`config.mk`:
```
export PLATFORM = sky130hd
export DESIGN_NAME = gpio_irq_unit
export DESIGN_NICKNAME = d
export VERILOG_FILES = /design/src/rtl/gpio_irq_pkg.sv /design/src/rtl/gpio_in_path.sv /design/src/rtl/gpio_out_path.sv /design/src/rtl/gpio_irq_summary.sv /design/src/rtl/gpio_irq_unit.sv
export SDC_FILE = /design/constraint.sdc
export NUM_CORES = 1
export LEC_CHECK = 0
export ABC_AREA = 1
export BUFFER_PORTS_ARGS = -buffer_cell sky130_fd_sc_hd__buf_2
export CAP_MARGIN = 10
export CELL_PAD_IN_SITES_DETAIL_PLACEMENT = 2
export CELL_PAD_IN_SITES_GLOBAL_PLACEMENT = 2
export CORE_UTILIZATION = 30
export DETAILED_ROUTE_END_ITERATION = 8
export PLACE_DENSITY = 0.67
export SYNTH_ARGS = -nofsm -noshare
export SYNTH_HDL_FRONTEND = slang
export SYNTH_SLANG_ARGS = --single-unit
export TNS_END_PERCENT = 30
```
`constraint.sdc`:
```
create_clock -name clk -period 1.6 [get_ports clk]
set_input_delay 0.16 -clock clk [delete_from_list [all_inputs] [get_ports clk]]
set_output_delay 0.16 -clock clk [all_outputs]
set_load 0.02 [all_outputs]
```
`src/rtl/gpio_irq_pkg.sv`:
```
package gpio_irq_pkg;
  typedef logic [31:0] word_t;

  localparam logic [7:0] OFF_OUT   = 8'h00;
  localparam logic [7:0] OFF_DIR   = 8'h04;
  localparam logic [7:0] OFF_BLINK = 8'h08;
  localparam logic [7:0] OFF_POL   = 8'h0C;
  localparam logic [7:0] OFF_DIN   = 8'h10;
  localparam logic [7:0] OFF_CAUSE = 8'h14;
  localparam logic [7:0] OFF_EMASK = 8'h18;
  localparam logic [7:0] OFF_LMASK = 8'h1C;

  // Next edge-cause word: acknowledge clears zeros written, new edges win.
  function automatic word_t cause_next(word_t cur, logic ack, word_t wd, word_t rise);
    word_t kept;
    kept = ack ? (cur & wd) : cur;
    return kept | rise;
  endfunction

  // Per-line pending source: unlatched level OR latched edge, each masked.
  function automatic word_t pending_of(word_t din, word_t lmask, word_t cause, word_t emask);
    return (din & lmask) | (cause & emask);
  endfunction
endpackage

```
`src/rtl/gpio_in_path.sv`:
```
module gpio_in_path
  import gpio_irq_pkg::*;
#(
  parameter int NUM_LINES = 32
) (
  input  logic                 clk,
  input  logic                 rst_n,
  input  logic [NUM_LINES-1:0] pad_in,
  input  logic [NUM_LINES-1:0] pol,
  input  logic                 ack_en,
  input  logic [NUM_LINES-1:0] ack_data,
  output logic [NUM_LINES-1:0] data_in,
  output logic [NUM_LINES-1:0] rise_evt,
  output logic [NUM_LINES-1:0] cause_q
);
  logic [NUM_LINES-1:0] sync1, sync2, prev;
  word_t cause_w;

  assign data_in  = sync2 ^ pol;
  assign rise_evt = data_in & ~prev;
  assign cause_w  = cause_next(word_t'(cause_q), ack_en, word_t'(ack_data), word_t'(rise_evt));

  always_ff @(posedge clk or negedge rst_n) begin
    if (!rst_n) begin
      sync1   <= '0;
      sync2   <= '0;
      prev    <= '0;
      cause_q <= '0;
    end else begin
      sync1   <= pad_in;
      sync2   <= sync1;
      prev    <= data_in;
      cause_q <= cause_w[NUM_LINES-1:0];
    end
  end

  AST_EDGE_BEATS_ACK: assert property (@(posedge clk) disable iff (!rst_n)
    (rise_evt != '0) |=> ((cause_q & $past(rise_evt)) == $past(rise_evt)));

  AST_CAUSE_ONLY_ON_EDGE: assert property (@(posedge clk) disable iff (!rst_n)
    1'b1 |=> ((cause_q & ~$past(cause_q) & ~$past(rise_evt)) == '0));

  AST_ACK_ONE_KEEPS: assert property (@(posedge clk) disable iff (!rst_n)
    (ack_en && rise_evt == '0) |=> (cause_q == ($past(cause_q) & $past(ack_data))));
endmodule

```
`src/rtl/gpio_out_path.sv`:
```
module gpio_out_path #(
  parameter int NUM_LINES = 32,
  parameter int BLINK_DIV = 8
) (
  input  logic                 clk,
  input  logic                 rst_n,
  input  logic [NUM_LINES-1:0] out_q,
  input  logic [NUM_LINES-1:0] dir_q,
  input  logic [NUM_LINES-1:0] blink_q,
  output logic [NUM_LINES-1:0] pad_out,
  output logic [NUM_LINES-1:0] pad_oe,
  output logic                 blink_phase
);
  localparam int CW = (BLINK_DIV > 2) ? $clog2(BLINK_DIV) : 1;
  localparam logic [CW-1:0] CNT_LAST = CW'(BLINK_DIV - 1);

  logic [CW-1:0] cnt;
  logic          wrap;

  assign wrap = (cnt == CNT_LAST);

  always_ff @(posedge clk or negedge rst_n) begin
    if (!rst_n) begin
      cnt         <= '0;
      blink_phase <= 1'b0;
    end else begin
      cnt <= wrap ? '0 : cnt + 1'b1;
      if (wrap) blink_phase <= ~blink_phase;
    end
  end

  for (genvar i = 0; i < NUM_LINES; i++) begin : g_line
    assign pad_out[i] = blink_q[i] ? blink_phase : out_q[i];
    assign pad_oe[i]  = ~dir_q[i];
  end

  AST_BLINK_ON_WRAP: assert property (@(posedge clk) disable iff (!rst_n)
    !$stable(blink_phase) |-> ($past(cnt) == CNT_LAST));
endmodule

```
`src/rtl/gpio_irq_summary.sv`:
```
module gpio_irq_summary
  import gpio_irq_pkg::*;
#(
  parameter int NUM_LINES = 32,
  parameter int GROUP     = 8,
  localparam int NG       = (NUM_LINES + GROUP - 1) / GROUP
) (
  input  logic                 clk,
  input  logic                 rst_n,
  input  logic [NUM_LINES-1:0] data_in,
  input  logic [NUM_LINES-1:0] lmask,
  input  logic [NUM_LINES-1:0] cause,
  input  logic [NUM_LINES-1:0] emask,
  output logic [NG-1:0]        irq_group
);
  word_t pend_w;
  logic [NG*GROUP-1:0] pend_pad;

  assign pend_w   = pending_of(word_t'(data_in), word_t'(lmask), word_t'(cause), word_t'(emask));
  assign pend_pad = (NG*GROUP)'(pend_w[NUM_LINES-1:0]);

  for (genvar g = 0; g < NG; g++) begin : g_grp
    assign irq_group[g] = |pend_pad[g*GROUP +: GROUP];
  end

  AST_LEVEL_RAISES_IRQ: assert property (@(posedge clk) disable iff (!rst_n)
    ((data_in & lmask) != '0) |-> (irq_group != '0));

  AST_IRQ_HAS_SOURCE: assert property (@(posedge clk) disable iff (!rst_n)
    (irq_group != '0) |-> (((data_in & lmask) | (cause & emask)) != '0));
endmodule

```
`src/rtl/gpio_irq_unit.sv`:
```
module gpio_irq_unit
  import gpio_irq_pkg::*;
#(
  parameter int NUM_LINES = 32,
  parameter int ADDR_W    = 8,
  parameter int MASK_BASE = 0,
  parameter int BLINK_DIV = 8,
  localparam int NG       = (NUM_LINES + 7) / 8
) (
  input  logic                 clk,
  input  logic                 rst_n,
  input  logic [ADDR_W-1:0]    bus_addr,
  input  logic                 bus_wr,
  input  logic [31:0]          bus_wdata,
  output logic [31:0]          bus_rdata,
  input  logic [NUM_LINES-1:0] pad_in,
  output logic [NUM_LINES-1:0] pad_out,
  output logic [NUM_LINES-1:0] pad_oe,
  output logic [NG-1:0]        irq_group
);
  localparam logic [ADDR_W-1:0] A_OUT   = ADDR_W'(OFF_OUT);
  localparam logic [ADDR_W-1:0] A_DIR   = ADDR_W'(OFF_DIR);
  localparam logic [ADDR_W-1:0] A_BLINK = ADDR_W'(OFF_BLINK);
  localparam logic [ADDR_W-1:0] A_POL   = ADDR_W'(OFF_POL);
  localparam logic [ADDR_W-1:0] A_DIN   = ADDR_W'(OFF_DIN);
  localparam logic [ADDR_W-1:0] A_CAUSE = ADDR_W'(OFF_CAUSE);
  localparam logic [ADDR_W-1:0] A_EMASK = ADDR_W'(MASK_BASE + int'(OFF_EMASK));
  localparam logic [ADDR_W-1:0] A_LMASK = ADDR_W'(MASK_BASE + int'(OFF_LMASK));

  logic [NUM_LINES-1:0] out_q, dir_q, blink_q, pol_q, emask_q, lmask_q;
  logic [NUM_LINES-1:0] data_in, rise_evt, cause_q, wd;
  logic hit_out, hit_dir, hit_blink, hit_pol, hit_cause, hit_emask, hit_lmask;
  logic blink_phase;

  assign wd        = bus_wdata[NUM_LINES-1:0];
  assign hit_out   = bus_wr && (bus_addr == A_OUT);
  assign hit_dir   = bus_wr && (bus_addr == A_DIR);
  assign hit_blink = bus_wr && (bus_addr == A_BLINK);
  assign hit_pol   = bus_wr && (bus_addr == A_POL);
  assign hit_cause = bus_wr && (bus_addr == A_CAUSE);
  assign hit_emask = bus_wr && (bus_addr == A_EMASK);
  assign hit_lmask = bus_wr && (bus_addr == A_LMASK);

  always_ff @(posedge clk or negedge rst_n) begin
    if (!rst_n) begin
      out_q   <= '0;
      dir_q   <= '1;
      blink_q <= '0;
      pol_q   <= '0;
      emask_q <= '0;
      lmask_q <= '0;
    end else begin
      if (hit_out)   out_q   <= wd;
      if (hit_dir)   dir_q   <= wd;
      if (hit_blink) blink_q <= wd;
      if (hit_pol)   pol_q   <= wd;
      if (hit_emask) emask_q <= wd;
      if (hit_lmask) lmask_q <= wd;
    end
  end

  gpio_in_path #(.NUM_LINES(NUM_LINES)) u_in (
    .clk(clk), .rst_n(rst_n), .pad_in(pad_in), .pol(pol_q),
    .ack_en(hit_cause), .ack_data(wd),
    .data_in(data_in), .rise_evt(rise_evt), .cause_q(cause_q)
  );

  gpio_out_path #(.NUM_LINES(NUM_LINES), .BLINK_DIV(BLINK_DIV)) u_out (
    .clk(clk), .rst_n(rst_n), .out_q(out_q), .dir_q(dir_q), .blink_q(blink_q),
    .pad_out(pad_out), .pad_oe(pad_oe), .blink_phase(blink_phase)
  );

  gpio_irq_summary #(.NUM_LINES(NUM_LINES), .GROUP(8)) u_sum (
    .clk(clk), .rst_n(rst_n), .data_in(data_in), .lmask(lmask_q),
    .cause(cause_q), .emask(emask_q), .irq_group(irq_group)
  );

  always_comb begin
    bus_rdata = '0;
    if      (bus_addr == A_OUT)   bus_rdata[NUM_LINES-1:0] = out_q;
    else if (bus_addr == A_DIR)   bus_rdata[NUM_LINES-1:0] = dir_q;
    else if (bus_addr == A_BLINK) bus_rdata[NUM_LINES-1:0] = blink_q;
    else if (bus_addr == A_POL)   bus_rdata[NUM_LINES-1:0] = pol_q;
    else if (bus_addr == A_DIN)   bus_rdata[NUM_LINES-1:0] = data_in;
    else if (bus_addr == A_CAUSE) bus_rdata[NUM_LINES-1:0] = cause_q;
    else if (bus_addr == A_EMASK) bus_rdata[NUM_LINES-1:0] = emask_q;
    else if (bus_addr == A_LMASK) bus_rdata[NUM_LINES-1:0] = lmask_q;
  end

  AST_DIR_DRIVES_OE: assert property (@(posedge clk) disable iff (!rst_n)
    hit_dir |=> (pad_oe == ~$past(wd)));

  AST_DIN_READ_ONLY: assert property (@(posedge clk) disable iff (!rst_n)
    (bus_wr && bus_addr == A_DIN) |=> $stable(pol_q));
endmodule

```
==> results by group, run 1 <==
Outcome
  – Status: complete, but fails checks
  – Failing checks: negative setup slack

Synthesis
  – Synth Instances: 1524
  – Syn Area/Cell: roughly 9 µm²
  – Synthesized cell area: 0.0139 mm²
  – Synthesized flop and latch total: 324
  – Post-Syn Nets: 1601
  – Synth cell types: 26
  – Post-synthesis sequential area ratio: 0.588
  – Synthesis warning total: 0

GRT
  – Overall routing resource usage: 0.225
  – Vias in the first global route: 13867
  – Largest net degree at the start of global routing: 74
  – Global-route wire length before repair: 81.4 mm
  – GRT overflow: 0
  – Initial antenna violation count: 2

Power
  – Pint: 15.3 mW
  – Comb pwr share: 0.094
  – Power Total: 20.2 mW
  – Worst VDD drop: 0.000627 V
  – Leak: 8.70 nW
  – Sw Share: 0.245
  – PD cells: 1050 mW/mm²
  – Clk pwr share: 0.465
  – P_sw: 4.96 mW
  – Sequential share of power: 0.440

Die
  – I/O Pins: 175
  – Die area: 0.0470 mm²
  – Die Wd: approximately 220 µm
  – Core Region: 0.0455 mm²
  – Die height: ~220 µm
  – Starting Density: 0.305
  – Row count: 78

Timing
  – Endpoints failing setup: roughly 70
  – Min Tclk post-route: 2.08 ns
  – Tcrit/Tclk final: 1.30
  – Hold Vio Cnt, Final: 0
  – Fin. max-slew vios: 0
  – Worst relative slew slack: 0.723
  – Clk_skew: 0.0167 ns
  – Worst hold margin: 0.0457 ns
  – Fmax: slightly below 500 MHz
  – Least-Margin Pin Slew: about 0.42 ns
  – RSZ-0062 raised after global routing: true
  – Final worst slack: -0.477 ns

Worst setup path
  – Critical Path RT: 1.44 ns
  – Startpoint types: flop
  – WS Path Type: reg2out
  – Crit-path max FO: 3
  – Worst EP arrival: 1.92 ns
  – WP buf/inv: 2
  – Worst reg-to-reg path cell count: 4
  – Delay-heaviest family, CP: flip-flops
  – CP Cell Sequence: xnor2_2 > inv_1 > nand2_2 > nand3_2 > a21oi_2 > nand3_2 > buf_6
  – Critical path endpoint category: output pin
  – Reg-to-reg endpoint: u_in.cause_q[6]
  – Critical R2R Launch: pol_q[6]
  – Critical-path top delay cell: dfrtp_1
  – Worst path most repeated cell: nand3_2
  – Worst reg-to-reg setup slack: 0.51 ns
  – Crit-path max cell delay: slightly above 0.4 ns

CTS
  – CTS root buffer: clkbuf_16
  – Worst-Skew Late Latency: approximately 0.55 ns
  – Clock-pin transition on the worst setup and hold timing paths: 0.06 ns
  – Clk sink count: 324
  – TritonCTS clock tree: yes
  – CTS H-tree lvls: 2
  – Num CTS Buffers: 40
  – Max Root-Sink Buffers: 3

Flow run
  – Max Cap Violations: 0

Layout
  – Post-route insts no fill: 2487
  – Share of layout cells above drive strength 1: 0.290
  – Layout area overhead: 39.0%
  – Fin util: 0.423
  – Layout Nets: 1933

Route
  – Total number of vias: 12245
  – Antenna Nets Post-Route: 0
  – Total wire length: 51.4 mm
  – DRC: 0
  – First drt pass iteration count: 5
  – Iteration-0 DRC Markers: 486
  – WL/cell: 20.7 µm
  – Via density: approximately 4.9

Place
  – Setup WS pre-CTS: -0.272 ns
  – Placed cell count: 2320
  – DP Wirelength: 34.6 mm
  – Placer Congestion: around 0.76
  – Buffers on Ports: 174

Min path
  – HP Class: in2async
state kept, by name, indices dropped and copies added, names as in the netlist:
name / cells
u_in.cause_q: 32
lmask_q: 32
u_in.sync2: 32
emask_q: 32
blink_q: 32
u_in.sync1: 32
pol_q: 32
u_out.cnt: 3
out_q: 32
u_in.prev: 32
u_out.blink_phase: 1
dir_q: 32
cell usage after synthesis:
cell      count  area (µm²)
a21oi_1       2        10.0
a22o_1        1        8.76
buf_1         2        7.51
buf_2        30         150
clkbuf_1     45         169
dfrtp_1     292        7310
dfstp_2      32         841
ha_1          2        25.0
inv_1       133         499
inv_2         4        15.0
mux2_2       32         360
nand2_1     362        1360
nand2_2       5        31.3
nand3_1     132         661
nand3_2       3        30.0
nand4_1      45         282
nor2_1       72         270
nor2_2        2        12.5
nor2_4        3        33.8
nor3_1       33         165
nor3_4        3        48.8
o21ai_0     141         706
o21ai_1     115         576
or2_2         1        6.26
xnor2_1      29         254
xor2_1        3        26.3
placed cells by master (no fill, tap or decap), types with 2 or more instances in the layout:
cell type and instances:
nor3_4 5, dfstp_2 32, nor3_2 26, mux2_4 12, dlygate4sd3_1 65, dfrtp_1 291, nor2_1 61, o21ai_0 141
inv_2 11, diode_2 2, clkbuf_1 4, clkinv_2 8, nand3_1 128, xnor2_2 29, nand4_1 45, buf_6 27
xor2_1 2, nor2_2 9, ha_1 2, buf_2 140, nand2_2 14, nor3_1 5, nand2_1 352, inv_1 126
clkbuf_8 15, buf_12 31, buf_4 103, nand3_2 7, nor2_4 7, clkbuf_16 41, o21ai_1 115, bufinv_16 3
mux2_2 20
logic make-up after synthesis:
group / synth area share
AOI/OAI and AO/OA: 0.0938
and+or+nand+nor: 0.209
adders and majority gates: 0.00181
DFF: 0.588
buffers and inverters: 0.0607
muxes: 0.0260
xor gates and xnor gates: 0.0202
worst reg2reg max path, stage by stage (launching register included):
cell     delay [ns]
dfrtp_1        0.40
xnor2_2        0.16
buf_4          0.15
buf_4          0.12
o21ai_0        0.17
per-stage QoR:
| step | cell area (µm²) | TNS, ns |
|---|---|---|
| final | 19300 | -16.67 |
| after global placement | 16300 | -13.56 |
| after CTS | 18900 | -20.00 |
| after global routing | 19300 | -22.20 |
| after detailed placement | 16300 | -25.37 |
| after floorplan | 13900 | 0 |
how the worst max path moves through the flow:
stage                  start      endpoint  slack, ns  depth (start not counted)
2_1_floorplan    bus_addr[1]  bus_rdata[1]       0.18                          8
6_report            pol_q[7]  irq_group[0]      -0.48                          7
3_3_place_gp     bus_addr[6]      dir_q[2]      -0.22                         11
5_1_grt             pol_q[7]  irq_group[0]      -0.58                          7
4_1_cts        u_in.sync2[6]  bus_rdata[6]      -0.56                          6
3_5_place_dp     bus_addr[6]      dir_q[8]      -0.27                         10
metal layers:
metal,track usage,share of wire
met1,0.297,0.46
met2,0.383,0.49
met3,0.0281,0.029
met4,0.0695,0.023
met5,0,0
power groups by stage:
stage          sequential [mW]  clock [mW]  combinational (mW)
3_5_place_dp              9.03           0                1.55
6_report                  8.92        9.42                1.91
4_1_cts                   8.91        9.71                1.86
2_1_floorplan             8.93           0               0.756
5_1_grt                   8.96        10.0                2.10
3_3_place_gp              9.01           0                1.50
layout make-up:
type / count / area [µm²]
Sequential cell: 324 / 8150
Clock inverter: 11 / 130
Multi-Input combinational cell: 986 / 5390
Tap cell: 600 / 751
Inverter: 137 / 514
Timing Repair Buffer: 367 / 3060
Antenna cell: 2 / 5.00
Fill cell: 4952 / 26200
Clock buffer: 60 / 1250
what timing repair did:
item,in CTS,in global routing
resized for setup,101,69
hold endpoints to repair,423,0
pin swaps,73,48
setup buffers,16,14
hold buffers,65,0
setup endpoints to repair,68,68
Note: power is estimated with default switching activity, not from simulation.
==> inputs of run 2 (changes only) <==
--- a/config.mk
+++ b/config.mk
@@ -12,6 +12,7 @@
 export CELL_PAD_IN_SITES_GLOBAL_PLACEMENT = 2
 export CORE_UTILIZATION = 30
 export DETAILED_ROUTE_END_ITERATION = 8
+export HOLD_SLACK_MARGIN = 0.08
 export PLACE_DENSITY = 0.67
 export SYNTH_ARGS = -nofsm -noshare
 export SYNTH_HDL_FRONTEND = slang
==> results by group, run 2 (synthesis results as in run 1) <==
Outcome
  – Status: complete, but fails checks
  – Failing checks: negative setup slack

Route
  – Via density: around 4.9
  – DRC: 0
  – Total number of vias: ~12000
  – Iteration-0 DRC Markers: 474
  – First drt pass iteration count: 4
  – Antenna Nets Post-Route: 0
  – Total wire length: approximately 51 mm
  – WL/cell: about 21 µm

CTS
  – CTS H-tree lvls: 2
  – Max Root-Sink Buffers: 3
  – Worst-Skew Late Latency: 0.55 ns
  – Num CTS Buffers: 40
  – Clock-pin transition on the worst setup and hold timing paths: 0.06 ns
  – TritonCTS clock tree: yes
  – Clk sink count: approximately 320
  – CTS root buffer: clkbuf_16

Die
  – Die Wd: 217 µm
  – Die height: 217 µm
  – Die area: 0.0470 mm²
  – Starting Density: 0.305
  – Row count: 78
  – Core Region: between 0.04 and 0.05 mm²
  – I/O Pins: roughly 180

Timing
  – Worst hold margin: about 0.23 ns
  – Endpoints failing setup: 68
  – Worst relative slew slack: 0.596
  – Fin. max-slew vios: 0
  – Least-Margin Pin Slew: about 0.6 ns
  – RSZ-0062 raised after global routing: true
  – Hold Vio Cnt, Final: 0
  – Tcrit/Tclk final: 1.30
  – Clk_skew: 0.0158 ns
  – Fmax: ~480 MHz
  – Final worst slack: -0.477 ns
  – Min Tclk post-route: 2.08 ns

GRT
  – Initial antenna violation count: 2
  – GRT overflow: 0
  – Vias in the first global route: 13875
  – Largest net degree at the start of global routing: 74
  – Global-route wire length before repair: 81.5 mm
  – Overall routing resource usage: 0.225

Worst setup path
  – Worst reg-to-reg setup slack: roughly 0.5 ns
  – Crit-path max FO: 3
  – Startpoint types: flop
  – WS Path Type: reg2out
  – Critical Path RT: 1.44 ns
  – Critical path endpoint category: output pin
  – Worst EP arrival: 1.92 ns

Min path
  – HP Class: in2async

Layout
  – Layout Nets: 1934
  – Layout area overhead: 39.0%
  – Most frequent cells in the layout: nand2_1, dfrtp_1, o21ai_0, buf_2, nand3_1
  – Share of layout cells above drive strength 1: 0.290
  – Post-route insts no fill: 2488
  – Most common cell after layout, fill and taps aside: nand2_1

Place
  – DP Wirelength: roughly 35 mm
  – Buffers on Ports: 174
  – Placed cell count: 2320
  – Placer Congestion: 0.763

Flow run
  – Max Cap Violations: 0

Power
  – Leak: 8.71 nW
  – Worst VDD drop: ~0.00063 V
  – PD cells: 1050 mW/mm²
## run 2: cell count changes in the layout (fill, tap and decap cells not counted), sizes merged
cell	before	now
dlygate4sd3	65	66
## run 2: final cells by class
type	count	area (µm²)
repair buffers	368	3070
well taps	600	751
flip-flops and latches	324	8150
diodes	2	5.00
inverters	137	514
clock inverters	11	130
fillers	4950	26200
clock buffers	60	1250
multi-input cells	986	5390
## run 2: final timing paths
kind | cells after the start | start | endpoint
hold reg to reg | 0 | u_in.sync1[1] | u_in.sync2[1]
setup reg to reg | 4 | u_in.sync2[6] | u_in.cause_q[6]
setup / recovery | 7 | pol_q[7] | irq_group[0]
min in group clk | 4 | bus_wr | dir_q[31]
hold / removal | 3 | rst_n | emask_q[5]
max in group asynchronous | 3 | rst_n | u_in.prev[2]
## run 2: power by group
part           leakage, nW  total (mW)  switching, mW  internal, mW
Clock                0.692        9.42           3.58          5.84
Sequential            3.99        8.92          0.299          8.62
Combinational         4.03        1.91           1.08         0.831
## run 2: worst max-delay path, stage by stage (launching register included)
cell     delay, ns
dfrtp_1       0.41
xnor2_2       0.22
inv_1         0.11
nand2_2       0.09
nand3_2       0.09
a21oi_2       0.15
nand3_2       0.14
buf_6         0.16
## run 2: layer usage
metal / GRT usage / part of all wire
met2: 0.385 / 0.49
met3: 0.0278 / 0.031
met4: 0.0676 / 0.022
met1: 0.297 / 0.45
met5: 0 / 0
## run 2: stage by stage
step | cell area (µm²) | total power, mW | util | setup TNS (ns) | setup slack, ns
2_1_floorplan | 13900 | 9.69 | - | 0 | 0.177
3_3_place_gp | 16300 | 10.5 | 0.358 | -13.56 | -0.223
3_5_place_dp | 16300 | 10.6 | 0.358 | -25.37 | -0.272
6_report | 19300 | 20.3 | 0.424 | -16.69 | -0.477
5_1_grt | 19300 | 21.1 | 0.424 | -22.19 | -0.575
4_1_cts | 18900 | 20.5 | 0.416 | -20.00 | -0.559
## run 2: what timing repair did
action	in CTS	in global routing
setup endpoints to repair	68	68
endpoints found under the hold margin	548	0
gates cloned	0	0
resized for setup	101	69
pin swaps	73	48
hold buffers	66	0
setup buffers	16	14
